==> config.mk <==
export PLATFORM = sky130hd
export DESIGN_NAME = branchResolver
export DESIGN_NICKNAME = d
export VERILOG_FILES = /design/src/rtl/brPkg.sv /design/src/rtl/brControl.sv /design/src/rtl/brDatapath.sv /design/src/rtl/branchResolver.sv
export SDC_FILE = /design/constraint.sdc
export NUM_CORES = 1
export LEC_CHECK = 0
export BUFFER_PORTS_ARGS = -buffer_cell sky130_fd_sc_hd__buf_2
export CELL_PAD_IN_SITES_DETAIL_PLACEMENT = 0
export CELL_PAD_IN_SITES_GLOBAL_PLACEMENT = 1
export CORE_MARGIN = 10
export CORE_UTILIZATION = 31
export DETAILED_ROUTE_END_ITERATION = 10
export GPL_TIMING_DRIVEN = 0
export PLACE_DENSITY = 0.9
export SETUP_SLACK_MARGIN = 0.02
export SLEW_MARGIN = 25
export SYNTH_ARGS = -nofsm -noshare
export SYNTH_HDL_FRONTEND = slang
export SYNTH_SLANG_ARGS = --single-unit
==> constraint.sdc <==
create_clock -name clk -period 2.8 [get_ports clk]
set_clock_uncertainty 0.2 [all_clocks]
set_input_delay 0.56 -clock clk [delete_from_list [all_inputs] [get_ports clk]]
set_output_delay 0.56 -clock clk [all_outputs]
set_load 0.02 [all_outputs]
==> src/rtl/brPkg.sv <==
package brPkg;
  localparam int OPC_W = 8;

  localparam logic [OPC_W-1:0] OP_JMP = 8'h0D;
  localparam logic [OPC_W-1:0] OP_JLE = 8'h13;
  localparam logic [OPC_W-1:0] OP_CMP = 8'h14;

  // Condition order follows opcode order from OP_JMP upward
  typedef enum logic [2:0] {
    C_ALWAYS = 3'd0,
    C_EQ     = 3'd1,
    C_NE     = 3'd2,
    C_GT     = 3'd3,
    C_GE     = 3'd4,
    C_LT     = 3'd5,
    C_LE     = 3'd6
  } condSel_t;

  typedef struct packed {
    logic     cmpEn;
    logic     jmpEn;
    condSel_t cond;
  } brStrobe_t;

  localparam int FLAG_EQ = 0;
  localparam int FLAG_GT = 1;
  localparam int FLAG_LT = 2;
  localparam int FLAG_W  = 3;
endpackage

==> src/rtl/brControl.sv <==
module brControl
  import brPkg::*;
(
  input  logic             instValid,
  input  logic [OPC_W-1:0] opcode,
  output brStrobe_t        strobe
);
  logic [OPC_W-1:0] jmpIdx;

  assign jmpIdx = opcode - OP_JMP;

  always_comb begin
    strobe       = '0;
    strobe.cond  = C_ALWAYS;
    if (instValid) begin
      if (opcode == OP_CMP) begin
        strobe.cmpEn = 1'b1;
      end else if (opcode >= OP_JMP && opcode <= OP_JLE) begin
        strobe.jmpEn = 1'b1;
        strobe.cond  = condSel_t'(jmpIdx[2:0]);
      end
    end
  end

  always_comb begin
    assert (!(strobe.cmpEn && strobe.jmpEn))
      else $error("AST_STROBE_EXCLUSIVE");
  end
endmodule

==> src/rtl/brDatapath.sv <==
module brDatapath
  import brPkg::*;
#(
  parameter int DATA_W = 32,
  parameter int PC_STEP = 4
) (
  input  logic              clk,
  input  logic              rstN,
  input  brStrobe_t         strobe,
  input  logic [DATA_W-1:0] srcA,
  input  logic [DATA_W-1:0] srcB,
  input  logic [DATA_W-1:0] pc,
  input  logic [DATA_W-1:0] offset,
  input  logic [DATA_W-1:0] directAddr,
  input  logic              directMode,
  output logic              resValid,
  output logic              taken,
  output logic [DATA_W-1:0] nextPc,
  output logic [FLAG_W-1:0] flags
);
  localparam logic [DATA_W-1:0] STEP = DATA_W'(PC_STEP);

  logic [FLAG_W-1:0] flagsQ;
  logic [FLAG_W-1:0] cmpFlags;
  logic              condMet;
  logic [DATA_W-1:0] relTarget;
  logic [DATA_W-1:0] jmpTarget;
  logic [DATA_W-1:0] fallPc;

  // Signed relational evaluation
  always_comb begin
    cmpFlags = '0;
    if (srcA == srcB)                  cmpFlags[FLAG_EQ] = 1'b1;
    else if ($signed(srcA) > $signed(srcB)) cmpFlags[FLAG_GT] = 1'b1;
    else                               cmpFlags[FLAG_LT] = 1'b1;
  end

  always_ff @(posedge clk) begin
    if (!rstN)             flagsQ <= '0;
    else if (strobe.cmpEn) flagsQ <= cmpFlags;
  end

  always_comb begin
    unique case (strobe.cond)
      C_ALWAYS: condMet = 1'b1;
      C_EQ:     condMet = flagsQ[FLAG_EQ];
      C_NE:     condMet = !flagsQ[FLAG_EQ];
      C_GT:     condMet = flagsQ[FLAG_GT];
      C_GE:     condMet = flagsQ[FLAG_GT] | flagsQ[FLAG_EQ];
      C_LT:     condMet = flagsQ[FLAG_LT];
      C_LE:     condMet = flagsQ[FLAG_LT] | flagsQ[FLAG_EQ];
      default:  condMet = 1'b0;
    endcase
  end

  assign relTarget = srcA + offset;
  assign jmpTarget = directMode ? directAddr : relTarget;
  assign fallPc    = pc + STEP;

  always_ff @(posedge clk) begin
    if (!rstN) begin
      resValid <= 1'b0;
      taken    <= 1'b0;
      nextPc   <= '0;
    end else if (strobe.jmpEn) begin
      resValid <= 1'b1;
      taken    <= condMet;
      nextPc   <= condMet ? jmpTarget : fallPc;
    end else begin
      resValid <= 1'b0;
      taken    <= 1'b0;
    end
  end

  assign flags = flagsQ;

  AST_FLAGS_ONEHOT0: assert property (@(posedge clk) disable iff (!rstN)
    $onehot0(flagsQ));
  AST_CMP_ONE_FLAG: assert property (@(posedge clk) disable iff (!rstN)
    strobe.cmpEn |=> $countones(flagsQ) == 1);
  AST_FLAGS_HOLD: assert property (@(posedge clk) disable iff (!rstN)
    !strobe.cmpEn |=> $stable(flagsQ));
  AST_JMP_RESOLVES: assert property (@(posedge clk) disable iff (!rstN)
    strobe.jmpEn |=> resValid);
  AST_TAKEN_NEEDS_VALID: assert property (@(posedge clk) disable iff (!rstN)
    taken |-> resValid);
  AST_FALL_THROUGH: assert property (@(posedge clk) disable iff (!rstN)
    strobe.jmpEn && !condMet |=> nextPc == $past(pc) + STEP);
  AST_JMP_ALWAYS: assert property (@(posedge clk) disable iff (!rstN)
    strobe.jmpEn && strobe.cond == C_ALWAYS |=> taken);
endmodule

==> src/rtl/branchResolver.sv <==
module branchResolver
  import brPkg::*;
#(
  parameter int DATA_W = 32
) (
  input  logic              clk,
  input  logic              rstN,
  input  logic              instValid,
  input  logic [7:0]        opcode,
  input  logic [DATA_W-1:0] srcA,
  input  logic [DATA_W-1:0] srcB,
  input  logic [DATA_W-1:0] pc,
  input  logic [DATA_W-1:0] offset,
  input  logic [DATA_W-1:0] directAddr,
  input  logic              directMode,
  output logic              resValid,
  output logic              taken,
  output logic [DATA_W-1:0] nextPc,
  output logic [2:0]        flags
);
  brStrobe_t strobe;

  brControl i_control (
    .instValid (instValid),
    .opcode    (opcode),
    .strobe    (strobe)
  );

  brDatapath #(.DATA_W(DATA_W)) i_datapath (
    .clk        (clk),
    .rstN       (rstN),
    .strobe     (strobe),
    .srcA       (srcA),
    .srcB       (srcB),
    .pc         (pc),
    .offset     (offset),
    .directAddr (directAddr),
    .directMode (directMode),
    .resValid   (resValid),
    .taken      (taken),
    .nextPc     (nextPc),
    .flags      (flags)
  );
endmodule

# After elaboration in Yosys (flattened, before gate mapping)
# Cells that the tools add are included.
# totals
mem_bits_rw	0
reg_bits	37
latch_bits	0
word_cells	36
out_inout_bits	37
n_memories	0
rom_bits	0
# op_classes
eq_ne	8
bitwise_logic	2
reduce_logical	4
order_cmp	3
mux	12
n_div	0
shift	0
addsub	3
mul	0
# op_table
operator	count
2-to-1 mux 32 bit	2
adder 32 x 3 -> 32 bit (second input constant)	1
adder 32 bit	1
equality test 32 bit	1
> comparator 32 bit	1
equality test 3 bit (second input constant)	3
equality test 8 x 5 -> 1 bit (second input constant)	1
>= comparator 8 x 4 -> 1 bit (second input constant)	1
<= comparator 8 x 5 -> 1 bit (second input constant)	1
2-to-1 mux 4 bit	2
one-hot mux 1 bit (7 select lines)	1
equality test 3 x 2 -> 1 bit (second input constant)	2
2-to-1 mux 1 bit	5
2-to-1 mux 5 bit	1
equality test 3 x 1 -> 1 bit (second input constant)	1
zero test 3 bit	1
subtractor 3 bit (second input constant)	1
2-to-1 mux 2 bit	1
bitwise OR 1 bit	2
AND reduction 2 bit	1
logical AND 1 bit	1
zero test 1 bit	1

# Logic depth before layout (Yosys ltp)
# depth
depth_word	8
mapped_depth	11
depth_no_buf	11

# Hierarchy
# Synthesis repeated with hierarchy kept, for this count alone.
# hier_totals
cells_unflattened	688
area_unflattened_um2	5064.9
# by_module_without_submodules
module	seq_area_each_um2	n_inst	area_each_um2	cells_each
brDatapath	740.7	1	4928.5	669
brControl	0.0	1	136.4	19

# Worst setup path before layout
# No wires, ideal clock.
# synth_path
path_type	input to register
start	input port offset[0]
end	register i_datapath.nextPc[24]
stages	11
setup_ns	0.074
slack_ns	-0.069
t_required_ns	2.526
t_arrival_ns	2.594
path_cell_list	ha_1 > inv_1 > fa_1 > and2b_1 > o2111ai_1 > a21oi_1 > o21ai_2 > o21ai_1 > nand3_1 > a211o_1 > a31oi_1
# synth_between
elab_chain_len	3
# synth_lines
element	line_no	source
from (decl)	branchResolver.sv:13	input logic [DATA_W-1:0] offset,
adder 32 bit	brDatapath.sv:56	assign relTarget = srcA + offset;
2-to-1 mux 32 bit	brDatapath.sv:57	assign jmpTarget = directMode ? directAddr : relTarget;
2-to-1 mux 32 bit	brDatapath.sv:68	nextPc <= condMet ? jmpTarget : fallPc;
to (signal assigned)	brDatapath.sv:68	
to (decl)	brDatapath.sv:18	output logic [DATA_W-1:0] nextPc,
# Every way passes these cells.
# A chain may end at the register's enable or synchronous reset.

# Worst setup path after layout
# layout_path
start	input port srcA[16]
end	register i_datapath.nextPc[31]
# layout_between
elab_chain_len	3
# layout_lines
element	line_no	source
from (decl)	branchResolver.sv:10	input logic [DATA_W-1:0] srcA,
adder 32 bit	brDatapath.sv:56	
2-to-1 mux 32 bit	brDatapath.sv:57	
2-to-1 mux 32 bit	brDatapath.sv:68	
# Every way passes these cells.

==> summary.md <==
| Metric | Value |
|---|---|
| Status | completed |
| CTS tree | done |
| Final worst path period share | 97.87% |
| Final Cell Area | 6858 um^2 |
| Period minus WS final | 2740 ps |
| Cts bufs inserted | 5 |
| Detailed placer's ending HPWL | around 17000 um |
| P_int | around 0.0014 W |
| Largest net degree at the start of global routing | 12 |
| PD cells | between 300 and 400 nW/um^2 |
| Dpl cell area | approximately 6200 um^2 |
| Largest family of logic cells by synthesized area | compound AO/OA/AOI/OAI gates |
| Compound-cell area share of the yosys netlist | between 20 and 30% |
| Hold WC Path Type | flip-flop to flip-flop |
| Synth area leaders | ha_1, dfxtp_1, a21oi_1, xnor2_1, nand2_1 |
| Vias per Instance | approximately 5.2 |
| Final setup violation count | 0 |
| Post-Route Utilization | ~43% |
| Syn Inst Count | 654 |
| Die area | 21370 um^2 |
| Async set or reset register ratio after synthesis | 0% |
| Root Driver | clkbuf_16 |
| Crit path max fanout | 6 |
| # port buffers | 206 |
| Clock slew at reported path FFs | roughly 60 ps |
| Arr. time, crit path | approximately 2700 ps |
| Global-route wire length before repair | approximately 30000 um |
| Post-synth EDFFs | 0 |
| Routed WL | between 20000 and 25000 um |
| Vias in the first global route | approximately 5700 |
| Fin. max-slew vios | 0 |
| Adder-cell share of the synthesized area | around 17% |
| Mux share of post-synthesis cell area | about 1.8% |
| # DRC | 0 |
| Total GRT Usage | between 15 and 20% |
| Seq cells post-synth | 37 |
| Die H | ~150 um |
| Avg Inst Size Synth | between 7 and 8 um^2 |
| Clock Sink Count | 37 |
| RSZ-0062 raised after global routing | true |
| Post-Route Setup TNS | 0 ps |
| 1st-iter DRT viols | 447 |
| Relative slew margins | 55.19% |
| Fmax | about 360 MHz |
| Remaining global-route overflow | 0 |
| Starting Density | between 30% and 40% |
| Nets | around 1100 |
| Bufs on Longest Clock Path | 2 |
| Share of power burned in registers | between 20% and 30% |
| Initial antenna violation count | 3 |
| First-pass detailed-route iteration total | 5 |
| CTS HTree Levels | 2 |
| Switch share | approximately a third |
| CP Capture Type | flip-flop |
| Final hold violations | 0 |
| Simple-gate portion of the synthesized area | about a fifth |
| Average wire per standard cell | roughly 18 um |
| Static Leak | about 3.2 nW |
| Layout cells sized above 1 | 34.20% |
| XOR/XNOR share of the synthesized area | between 9 and 10% |
| Peak supply drop | approximately 0.17 mV |
| Switching Power | 0.0007417 W |
| Post-synthesis net count | ~900 |
| Synth Flop Type | dfxtp_1 |
| Hold Buf Count CTS | 0 |
| Critical Path RT | around 2800 ps |
| CP startpoint kind | primary input |
| Die width | 146.2 um |
| DRT antenna net count | 0 |
| Max-Cap Viols | 0 |
| Skew-Pair Late Insertion Delay | 280 ps |
| IO Pins | approximately 210 |
| Placer Congestion | around 0.87 |
| Post-Syn Area | ~4900 um^2 |
| Comb power frac | approximately 44% |
| Setup CP Type | primary input to flip-flop |
| Via Count | 5694 |
| Yosys warnings | 0 |
| Unique masters post-synth | 70 |
| Clk pwr share | between 30 and 40% |
| Area leader, netlist | ha_1 |
| CORE AREA | 15770 um^2 |
| Sequential cell area fraction in the yosys report | ~15% |
| Yosys top cell area share | about 17% |
| Core Rows | 46 |
| Area Overhead vs Synth | 38.90% |
| Slew of the pin with the lowest slew margin | a little under 700 ps |
-- per-layer routing --
| metal | up-vias | wire length (um) | GRT usage [%] | share of wire, % |
|---|---|---|---|---|
| met2 | 177 | 9486 | 29.75 | 47 |
| li1 | 2891 | - | - | - |
| met4 | 2 | 480 | 4.655 | 2.4 |
| met1 | 2597 | 9180 | 22.84 | 45 |
| met5 | - | 20 | 0 | 0.099 |
| met3 | 27 | 1058 | 2.349 | 5.2 |
-- layout by cell type, fill, tap and decap left out, types with 7 or more instances in the layout --
cell type,count
o211ai_1,22
nand3_1,27
inv_1,51
nor3_1,15
o221ai_1,7
nand4_1,13
xnor2_1,30
a21o_1,20
buf_2,209
a21oi_1,59
ha_4,7
mux2i_1,7
dfxtp_1,37
buf_4,15
nand2_1,54
a31oi_1,8
ha_1,54
and3_1,13
xor2_1,20
clkbuf_1,9
nor2_1,26
o21ai_0,32
-- logic make-up (layout without fill, tap and decap cells) --
group / count (synthesis) / in the layout
adder cells (fa/ha/maj): 68 / 68
flip-flops: 37 / 37
AND/OR/NAND/NOR: 197 / 197
multiplexers: 9 / 9
XOR/XNOR: 52 / 52
buffers and inverters: 70 / 299
AO/OA/AOI/OAI: 221 / 221
other: 0 / 2
-- power groups by stage --
| stage | clock (W) | combinational (W) | sequential [W] |
|---|---|---|---|
| 6_report | 0.000672 | 0.000937 | 0.000534 |
| 5_1_grt | 0.000689 | 0.00104 | 0.000534 |
| 4_1_cts | 0.000672 | 0.000859 | 0.000534 |
| 3_5_place_dp | 0 | 0.000827 | 0.000545 |
| 3_3_place_gp | 0 | 0.000821 | 0.000545 |
| 2_1_floorplan | 0 | 0.000522 | 0.000551 |
-- worst max-delay path: stages --
cell      delay, ps
buf_2           110
ha_2            400
and3_1          290
nand3_2         190
nor3_4          310
a211oi_4        130
o31a_1          290
nor4_1          340
nor3_2           90
-- path summary, 6_finish.rpt --
path	slack, ps	from	cells past startpoint	to
worst max register to register	630	i_datapath.flags[1]	8	i_datapath.nextPc[31]
worst min-delay path	250	i_datapath.nextPc[3]	2	i_datapath.nextPc[3]
worst max-delay path	60	srcA[16]	9	i_datapath.nextPc[31]
worst min register to register	250	i_datapath.nextPc[3]	2	i_datapath.nextPc[3]
-- stage by stage --
step	setup WS, ps	total power (W)	hold slack [ps]	std cells
finish	59.66	0.002143	251.1	1101
global route	-32.33	0.002266	277.8	1101
CTS	28.98	0.002065	251.8	1088
detailed placement	-410.3	0.001372	243.7	1076
global placement	-404.5	0.001366	239.1	1076
floorplan	51.42	0.001073	330.4	654
-- final cells by class --
type,instances,area (um^2)
Antenna cell,2,5.005
Buffer,19,103.9
Clock buffer,7,142.6
Clock inverter,1,30.03
Fill cell,1694,8912
Inverter,51,191.4
Multi-Input combinational cell,547,4214
Sequential cell,37,740.7
Tap cell,216,270.3
Timing Repair Buffer,221,1160
-- repair_timing --
action / 4_1_cts / 5_1_grt
endpoints found under the setup margin: 16 / 34
endpoints found under the hold margin: 0 / 0
cloned: 0 / 0
pin swaps: 8 / 31
resized for setup: 16 / 47
buffers inserted: 4 / 11
-- Yosys cell counts (7+ instances only) --
library cell,n
a21o_1,20
a21oi_1,65
a31oi_1,8
and3_1,13
buf_2,7
clkbuf_1,8
dfxtp_1,37
ha_1,67
inv_1,51
mux2i_1,8
nand2_1,56
nand2b_1,7
nand3_1,28
nand4_1,13
nor2_1,29
nor3_1,16
o211ai_1,22
o21ai_0,34
o21ai_1,7
o221ai_1,7
o31ai_1,7
or3_1,7
xnor2_1,31
xor2_1,21
-- state kept, by name, indices dropped and copies added (netlist names) --
name,flops
i_datapath.flags,3
i_datapath.nextPc,32
i_datapath.resValid,1
i_datapath.taken,1
No activity file was read; power rests on OpenSTA's default activity.
